`src/rtl/hrb_pkg.sv`:
```
package hrb_pkg;

  localparam int SLOT_N    = 16;
  localparam int IDX_W     = $clog2(SLOT_N);
  localparam int ADDR_W    = IDX_W + 2;
  localparam int BYTE_W    = 8;
  localparam int CNT_BYTES = 3;
  localparam int CNT_W     = CNT_BYTES * BYTE_W;
  localparam int RB_BYTES  = 2;              // count bytes readable directly
  localparam int ZERO_BIT  = 4;              // status bit carrying count==0
  localparam int PAR_BIT   = 4;              // cfg1 parity enable
  localparam int OWN_ID_W  = 3;              // cfg1 own bus ID width

  typedef logic [BYTE_W-1:0] byte_t;

  typedef enum logic [IDX_W-1:0] {
    SL_CNT_LO   = 4'd0,
    SL_CNT_MID  = 4'd1,
    SL_FIFO     = 4'd2,
    SL_CMD      = 4'd3,
    SL_STAT_ID  = 4'd4,
    SL_INTR_TMO = 4'd5,
    SL_STEP_PER = 4'd6,
    SL_FLG_OFS  = 4'd7,
    SL_CFG1     = 4'd8,
    SL_CLKF     = 4'd9,
    SL_TEST     = 4'd10,
    SL_CFG2     = 4'd11,
    SL_CFG3     = 4'd12,
    SL_CFG4     = 4'd13,
    SL_CNT_HI   = 4'd14,
    SL_FBASE    = 4'd15
  } slot_e;

  // slots that own a plain stored byte (write side)
  localparam logic [SLOT_N-1:0] STORE_MASK    = 16'b1011_1111_1111_1000;
  // stored slots whose byte is returned on read
  localparam logic [SLOT_N-1:0] READBACK_MASK = 16'b1011_1001_0000_1000;

  function automatic int cnt_slot(input int b);
    case (b)
      0:       return int'(SL_CNT_LO);
      1:       return int'(SL_CNT_MID);
      default: return int'(SL_CNT_HI);
    endcase
  endfunction

endpackage

```
`src/rtl/hrb_decode.sv`:
```
module hrb_decode
  import hrb_pkg::*;
(
  input  logic              host_wr,
  input  logic              host_rd,
  input  logic [ADDR_W-1:0] host_addr,
  output logic [SLOT_N-1:0] wr_slot,
  output logic              rd_hit,
  output logic [IDX_W-1:0]  rd_idx
);

  logic aligned;

  assign aligned = (host_addr[1:0] == 2'b00);
  assign rd_idx  = host_addr[ADDR_W-1:2];
  assign rd_hit  = host_rd & aligned;

  for (genvar i = 0; i < SLOT_N; i++) begin : g_wr
    assign wr_slot[i] = host_wr & aligned & (host_addr[ADDR_W-1:2] == IDX_W'(i));
  end

endmodule

```
`src/rtl/hrb_xfer_counter.sv`:
```
module hrb_xfer_counter
  import hrb_pkg::*;
(
  input  logic                 clk,
  input  logic                 rst_n,
  input  logic [CNT_BYTES-1:0] byte_we,
  input  byte_t                wdata,
  input  logic                 tick,
  output logic [CNT_W-1:0]     count,
  output logic                 zero
);

  logic [CNT_W-1:0] cnt_q, cnt_d;
  logic             cnt_en;

  assign zero  = (cnt_q == '0);
  assign count = cnt_q;

  always_comb begin
    cnt_d  = cnt_q;
    cnt_en = 1'b0;
    if (|byte_we) begin
      cnt_en = 1'b1;                     // host load wins over a decrement
      for (int b = 0; b < CNT_BYTES; b++) begin
        if (byte_we[b]) cnt_d[b*BYTE_W +: BYTE_W] = wdata;
      end
    end else if (tick && !zero) begin
      cnt_en = 1'b1;
      cnt_d  = cnt_q - CNT_W'(1);
    end
  end

  always_ff @(posedge clk or negedge rst_n) begin
    if (!rst_n)      cnt_q <= '0;
    else if (cnt_en) cnt_q <= cnt_d;
  end

endmodule

```
`src/rtl/hrb_store.sv`:
```
module hrb_store
  import hrb_pkg::*;
#(
  parameter logic [SLOT_N-1:0] MASK = STORE_MASK
) (
  input  logic                   clk,
  input  logic                   rst_n,
  input  logic [SLOT_N-1:0]      we,
  input  byte_t                  wdata,
  output logic [SLOT_N-1:0][BYTE_W-1:0] q
);

  for (genvar i = 0; i < SLOT_N; i++) begin : g_slot
    if (MASK[i]) begin : g_ff
      byte_t r;
      always_ff @(posedge clk or negedge rst_n) begin
        if (!rst_n)     r <= '0;
        else if (we[i]) r <= wdata;
      end
      assign q[i] = r;
    end else begin : g_none
      // strobe of this slot is consumed by other logic
      logic unused_we;
      assign unused_we = we[i];
      assign q[i]      = '0;
    end
  end

endmodule

```
`src/rtl/hrb_readmux.sv`:
```
module hrb_readmux
  import hrb_pkg::*;
#(
  parameter byte_t ID_BYTE = 8'h5D
) (
  input  logic [IDX_W-1:0]              rd_idx,
  input  logic                          rd_hit,
  input  logic [SLOT_N-1:0][BYTE_W-1:0] store_q,
  input  logic [RB_BYTES*BYTE_W-1:0]    count_lo,
  input  logic                          zero,
  input  byte_t                         core_status,
  input  byte_t                         core_intr,
  input  byte_t                         core_step,
  input  byte_t                         core_fifo_flags,
  input  byte_t                         fifo_rd_byte,
  output byte_t                         rd_next
);

  byte_t status_v;
  byte_t sel_v;

  assign status_v = (core_status & ~(byte_t'(1) << ZERO_BIT))
                  | (byte_t'(zero) << ZERO_BIT);

  always_comb begin
    case (slot_e'(rd_idx))
      SL_CNT_LO:   sel_v = count_lo[0 +: BYTE_W];
      SL_CNT_MID:  sel_v = count_lo[BYTE_W +: BYTE_W];
      SL_FIFO:     sel_v = fifo_rd_byte;
      SL_STAT_ID:  sel_v = status_v;
      SL_INTR_TMO: sel_v = core_intr;
      SL_STEP_PER: sel_v = core_step;
      SL_FLG_OFS:  sel_v = core_fifo_flags;
      SL_CNT_HI:   sel_v = ID_BYTE;
      default:     sel_v = READBACK_MASK[rd_idx] ? store_q[rd_idx] : '0;
    endcase
  end

  assign rd_next = rd_hit ? sel_v : '0;

endmodule

```
`src/rtl/alias_reg_bank.sv`:
```
module alias_reg_bank
  import hrb_pkg::*;
#(
  parameter logic [4:0] ID_FAMILY = 5'h0B,
  parameter logic [2:0] ID_REV    = 3'h5
) (
  input  logic                 clk,
  input  logic                 rst_n,
  input  logic                 host_wr,
  input  logic                 host_rd,
  input  logic [ADDR_W-1:0]    host_addr,
  input  logic [BYTE_W-1:0]    host_wdata,
  output logic [BYTE_W-1:0]    host_rdata,
  input  logic                 xfer_tick,
  input  logic [BYTE_W-1:0]    core_status,
  input  logic [BYTE_W-1:0]    core_intr,
  input  logic [BYTE_W-1:0]    core_step,
  input  logic [BYTE_W-1:0]    core_fifo_flags,
  input  logic [BYTE_W-1:0]    fifo_rd_byte,
  output logic                 fifo_push,
  output logic                 fifo_pop,
  output logic [BYTE_W-1:0]    cmd_code,
  output logic                 cmd_start,
  output logic [BYTE_W-1:0]    sel_bus_id,
  output logic [BYTE_W-1:0]    sel_timeout,
  output logic [BYTE_W-1:0]    sync_period,
  output logic [BYTE_W-1:0]    sync_offset,
  output logic [BYTE_W-1:0]    cfg1_q,
  output logic [BYTE_W-1:0]    cfg2_q,
  output logic [BYTE_W-1:0]    cfg3_q,
  output logic [BYTE_W-1:0]    cfg4_q,
  output logic [BYTE_W-1:0]    clk_factor,
  output logic [BYTE_W-1:0]    test_ctrl,
  output logic [BYTE_W-1:0]    fifo_base,
  output logic [OWN_ID_W-1:0]  own_id,
  output logic                 parity_en,
  output logic [CNT_W-1:0]     xfer_count,
  output logic                 count_zero
);

  localparam byte_t ID_BYTE = {ID_FAMILY, ID_REV};

  logic [SLOT_N-1:0]             wr_slot;
  logic                          rd_hit;
  logic [IDX_W-1:0]              rd_idx;
  logic [CNT_BYTES-1:0]          cnt_we;
  logic [SLOT_N-1:0][BYTE_W-1:0] store_q;
  byte_t                         rd_next;
  byte_t                         rdata_q;
  logic                          start_q;

  hrb_decode u_decode (
    .host_wr   (host_wr),
    .host_rd   (host_rd),
    .host_addr (host_addr),
    .wr_slot   (wr_slot),
    .rd_hit    (rd_hit),
    .rd_idx    (rd_idx)
  );

  for (genvar b = 0; b < CNT_BYTES; b++) begin : g_cnt_we
    assign cnt_we[b] = wr_slot[cnt_slot(b)];
  end

  hrb_xfer_counter u_counter (
    .clk     (clk),
    .rst_n   (rst_n),
    .byte_we (cnt_we),
    .wdata   (host_wdata),
    .tick    (xfer_tick),
    .count   (xfer_count),
    .zero    (count_zero)
  );

  hrb_store #(.MASK(STORE_MASK)) u_store (
    .clk   (clk),
    .rst_n (rst_n),
    .we    (wr_slot),
    .wdata (host_wdata),
    .q     (store_q)
  );

  hrb_readmux #(.ID_BYTE(ID_BYTE)) u_readmux (
    .rd_idx          (rd_idx),
    .rd_hit          (rd_hit),
    .store_q         (store_q),
    .count_lo        (xfer_count[RB_BYTES*BYTE_W-1:0]),
    .zero            (count_zero),
    .core_status     (core_status),
    .core_intr       (core_intr),
    .core_step       (core_step),
    .core_fifo_flags (core_fifo_flags),
    .fifo_rd_byte    (fifo_rd_byte),
    .rd_next         (rd_next)
  );

  // read data register: clock enable is the read strobe
  always_ff @(posedge clk or negedge rst_n) begin
    if (!rst_n)       rdata_q <= '0;
    else if (host_rd) rdata_q <= rd_next;
  end

  always_ff @(posedge clk or negedge rst_n) begin
    if (!rst_n) start_q <= 1'b0;
    else        start_q <= wr_slot[SL_CMD];
  end

  assign host_rdata  = rdata_q;
  assign cmd_start   = start_q;
  assign fifo_push   = wr_slot[SL_FIFO];
  assign fifo_pop    = rd_hit & (rd_idx == IDX_W'(SL_FIFO));

  assign cmd_code    = store_q[SL_CMD];
  assign sel_bus_id  = store_q[SL_STAT_ID];
  assign sel_timeout = store_q[SL_INTR_TMO];
  assign sync_period = store_q[SL_STEP_PER];
  assign sync_offset = store_q[SL_FLG_OFS];
  assign cfg1_q      = store_q[SL_CFG1];
  assign cfg2_q      = store_q[SL_CFG2];
  assign cfg3_q      = store_q[SL_CFG3];
  assign cfg4_q      = store_q[SL_CFG4];
  assign clk_factor  = store_q[SL_CLKF];
  assign test_ctrl   = store_q[SL_TEST];
  assign fifo_base   = store_q[SL_FBASE];
  assign own_id      = cfg1_q[OWN_ID_W-1:0];
  assign parity_en   = cfg1_q[PAR_BIT];

endmodule

```
`config.mk`:
```
export PLATFORM = sky130hd
export DESIGN_NAME = alias_reg_bank
export DESIGN_NICKNAME = d
export VERILOG_FILES = /design/src/rtl/hrb_pkg.sv /design/src/rtl/hrb_decode.sv /design/src/rtl/hrb_xfer_counter.sv /design/src/rtl/hrb_store.sv /design/src/rtl/hrb_readmux.sv /design/src/rtl/alias_reg_bank.sv
export SDC_FILE = /design/constraint.sdc
export NUM_CORES = 1
export LEC_CHECK = 0
export ABC_AREA = 1
export BUFFER_PORTS_ARGS = -buffer_cell sky130_fd_sc_hd__clkbuf_2
export CELL_PAD_IN_SITES_DETAIL_PLACEMENT = 1
export CELL_PAD_IN_SITES_GLOBAL_PLACEMENT = 2
export CORE_ASPECT_RATIO = 0.5
export CORE_MARGIN = 5
export CORE_UTILIZATION = 26
export CTS_BUF_LIST = sky130_fd_sc_hd__clkbuf_4 sky130_fd_sc_hd__clkbuf_8
export DETAILED_ROUTE_END_ITERATION = 6
export PLACE_DENSITY_LB_ADDON = 0.12
export SYNTH_ARGS = -nofsm -noshare
export SYNTH_HDL_FRONTEND = slang
export SYNTH_SLANG_ARGS = --single-unit
```
`constraint.sdc`:
```
create_clock -name clk -period 1.7 [get_ports clk]
set_input_delay 0.085 -clock clk [delete_from_list [all_inputs] [get_ports clk]]
set_output_delay 0.085 -clock clk [all_outputs]
set_load 0.05 [all_outputs]
```
==> run_results.csv <==
group,metric,value,unit
outcome,status,"finished, violations left",
outcome,violations,"negative setup slack",
worst_setup_path,cp.arrival,2170,ps
clocking,cts.path.max_buffers,2,
timing,holdWs,42.4,ps
synth,netlist_area,0.00752,mm²
drt,firstDrtPassIters,4,
drt,drt-initial-drc-count,451,
worst_setup_path,r2r_slack,-90,ps
placement,place_congestion,0.862,
layout,regArea,0.00325,mm²
flow_run,drv_cap,0,
grt,antenna_found_initial,0,
clocking,root_buffer,"clkbuf_8",
floorplanning,fp.dieW,251,µm
synth,ys_warn_count,0,
min_path,min_from,"host_wdata[5]",
worst_setup_path,worstPathMaxFanout,6,
drt,wl_per_cell,18.6,µm
clocking,cts_tree,"done",
grt,grt_pass1_wl,51200,µm
pwr,switching_share,47.8,%
clocking,cts_sinks,129,
placement,dpl.cell_count,1743,
floorplanning,pin_count,195,
min_path,hold_end,"u_counter.count[21]",
layout,drive_gt1_share,29.3,%
synth,synth.distinct_cells,28,
floorplanning,die_area,0.0326,mm²
placement,post-place-ws,-134,ps
placement,port_buffers,193,
layout,fin_cells,1797,
grt,grt.overflow.total,0,
timing,setup_violations,17,
floorplanning,core,0.0287,mm²
drt,vias,8189,
layout,fillers,3688,
synth,synth-seq-cells,129,
min_path,hold_class,"in2reg",
clocking,h-tree-depth,4,
min_path,hold_depth,5,
pwr,p_sw,6.90,mW
pwr,p_per_area,1390,mW/mm²
layout,areaGrowthSynthToFinish,37.6,%
drt,via_per_inst,4.56,
timing,maxSlewHeadroom,56.6,%
worst_setup_path,end_kind,"register",
timing,drv_slew,0,
layout,final_area,0.0103,mm²
worst_setup_path,crit_start,"u_counter.count[1]",
timing,fin_crit,1790,ps
pwr,ir_drop,938,µV
timing,min_period_over_period,105,%
timing,rsz0062_at_grt,"yes",
layout,multi_input_area,0.00382,mm²
timing,tns,-867,ps
timing,worst_slack,-85.2,ps
drt,totalWireLength,33500,µm
worst_setup_path,path_class,"reg2reg",
layout,utilization,36.0,%
floorplanning,rows,44,
worst_setup_path,reg2reg_depth,11,
pwr,power_frac_comb,49.1,%
pwr,p_int,7.52,mW
grt,grt_util_all_layers,20.6,%
worst_setup_path,r2r-end,"u_counter.count[12]",
floorplanning,fp.dieH,130,µm
worst_setup_path,cp-start-kind,"register",
clocking,cts_buffers,17,
grt,first_global_vias,8605,
pwr,p_clk_share,21.5,%
placement,placed_cell_area,0.00953,mm²
timing,finalClockSkew,10.8,ps
worst_setup_path,required,2080,ps
clocking,clk_pin_slew,80,ps
pwr,seq_power_share,29.4,%
synth,synth_seq_area_share,42.9,%
synth,syn_inst,1119,
grt,grt_max_degree,50,
drt,ant_nets,0,
placement,post-dp-hpwl,25800,µm
timing,worstMarginPinSlew,650,ps
layout,finalNetCount,1458,
synth,syn_avg_cell_area,6.72,µm²
floorplanning,initial_core_util,26.2,%
synth,synth_nets,1184,
timing,hold_violations,0,
timing,fmax,560,MHz
pwr,p_total,14.4,mW
drt,route.detailed.drc,0,
worst_setup_path,r2r-start,"u_counter.count[1]",
clocking,insertion_delay,490,ps
layout,diodes,0,
pwr,power_leakage,5.68,nW
[kinds of logic (layout without fill, tap and decap cells)]
family | Yosys count | in the layout | share of synthesized area (%)
adders and majority gates | 6 | 6 | 0.998
xor gates and xnor gates | 7 | 7 | 0.815
buffers and inverters | 165 | 450 | 9.21
AOI/OAI and AO/OA | 125 | 125 | 8.66
and+or+nand+nor | 687 | 689 | 37.4
DFF | 129 | 129 | 42.9
[routing by layer]
layer	up-vias	GRT usage [%]	wire length (µm)
met5	-	0	0
met4	0	4.97	359
met3	22	2.79	773
met2	105	35.8	16300
met1	4032	27.5	16000
li1	4030	-	-
[area by class of cell]
class,count,area share (%)
Clock inverter,12,1.75
Timing Repair Buffer,300,18.5
Inverter,118,4.28
Multi-Input combinational cell,827,36.9
Clock buffer,20,2.48
Sequential cell,129,31.4
Tap cell,391,4.73
[timing repair]
action | in CTS | in global routing
endpoints found under the hold margin | 134 | 0
pin swaps | 5 | 5
buffers inserted | 13 | 4
resized for setup | 22 | 24
gates cloned | 0 | 2
endpoints found under the setup margin | 17 | 26
hold buffers | 3 | 0
[worst max-delay path: stages, from the launching register on]
cell	delay (ps)
dfrtp_2	410
inv_2	80
ha_4	160
buf_4	130
nand2_2	80
nor2_4	150
nand3_4	110
nand3_4	150
buf_12	150
nand2_4	100
nand2_2	100
nand2_1	50
[synthesized netlist by cell type]
cell type / n / share of area, %
a21oi_1: 1 / 0.066
buf_2: 23 / 1.5
buf_4: 6 / 0.60
buf_6: 3 / 0.45
clkbuf_1: 15 / 0.75
clkinv_1: 1 / 0.050
dfrtp_1: 129 / 43
ha_1: 6 / 1.0
inv_1: 110 / 5.5
inv_2: 7 / 0.35
nand2_1: 492 / 25
nand2_2: 3 / 0.25
nand2_4: 2 / 0.30
nand3_1: 88 / 5.9
nand3_2: 3 / 0.40
nand3_4: 1 / 0.23
nand3b_1: 1 / 0.10
nand4_1: 11 / 0.91
nor2_1: 75 / 3.7
nor2_2: 5 / 0.42
nor2_4: 3 / 0.45
nor3_1: 3 / 0.20
o21ai_0: 102 / 6.8
o21ai_1: 14 / 0.93
o21ai_2: 5 / 0.58
o21bai_1: 3 / 0.30
xnor2_1: 2 / 0.23
xor2_1: 5 / 0.58
[placed cells by master, fill, tap and decap left out, types with 2 or more instances in the layout]
cell type,count
ha_1,4
nor2_4,11
nor2_2,13
nand2_8,3
nor3_1,3
o21ai_1,13
clkbuf_8,17
nand2_2,14
clkbuf_2,189
nand3_2,4
clkinv_4,3
bufinv_16,4
clkinv_2,2
o21ai_2,6
dfrtp_2,15
o21bai_1,3
dfrtp_1,114
inv_2,9
buf_4,97
nand3_4,3
nand4_1,11
dlygate4sd3_1,3
xor2_1,5
xnor2_1,2
inv_1,108
inv_6,2
nand2_1,479
clkbuf_4,3
nor2_1,59
nand3_1,85
o21ai_0,102
nand2_4,3
buf_12,9
[how the worst max path moves through the flow]
stage,slack [ps],endpoint
5_1_grt,-170,u_counter.count[13]
2_1_floorplan,-7,fifo_pop
4_1_cts,-110,count_zero
6_report,-90,u_counter.count[12]
3_3_place_gp,-70,host_rdata[1]
3_5_place_dp,-130,host_rdata[1]
[power groups by stage]
stage	Clock (mW)	Sequential [mW]	Combinational (mW)
after floorplan	0	6.21	2.23
after global placement	0	4.28	6.47
after detailed placement	0	4.30	6.59
after CTS	3.22	4.25	6.98
after global routing	3.32	4.31	7.71
final	3.10	4.24	7.08
[sequential cells by signal, summed over array words and instances (netlist names)]
signal and count:
u_store.g_slot.g_ff.r 96, cmd_start 1, u_counter.count 24, host_rdata 8
(Power assumes the default switching activity.)
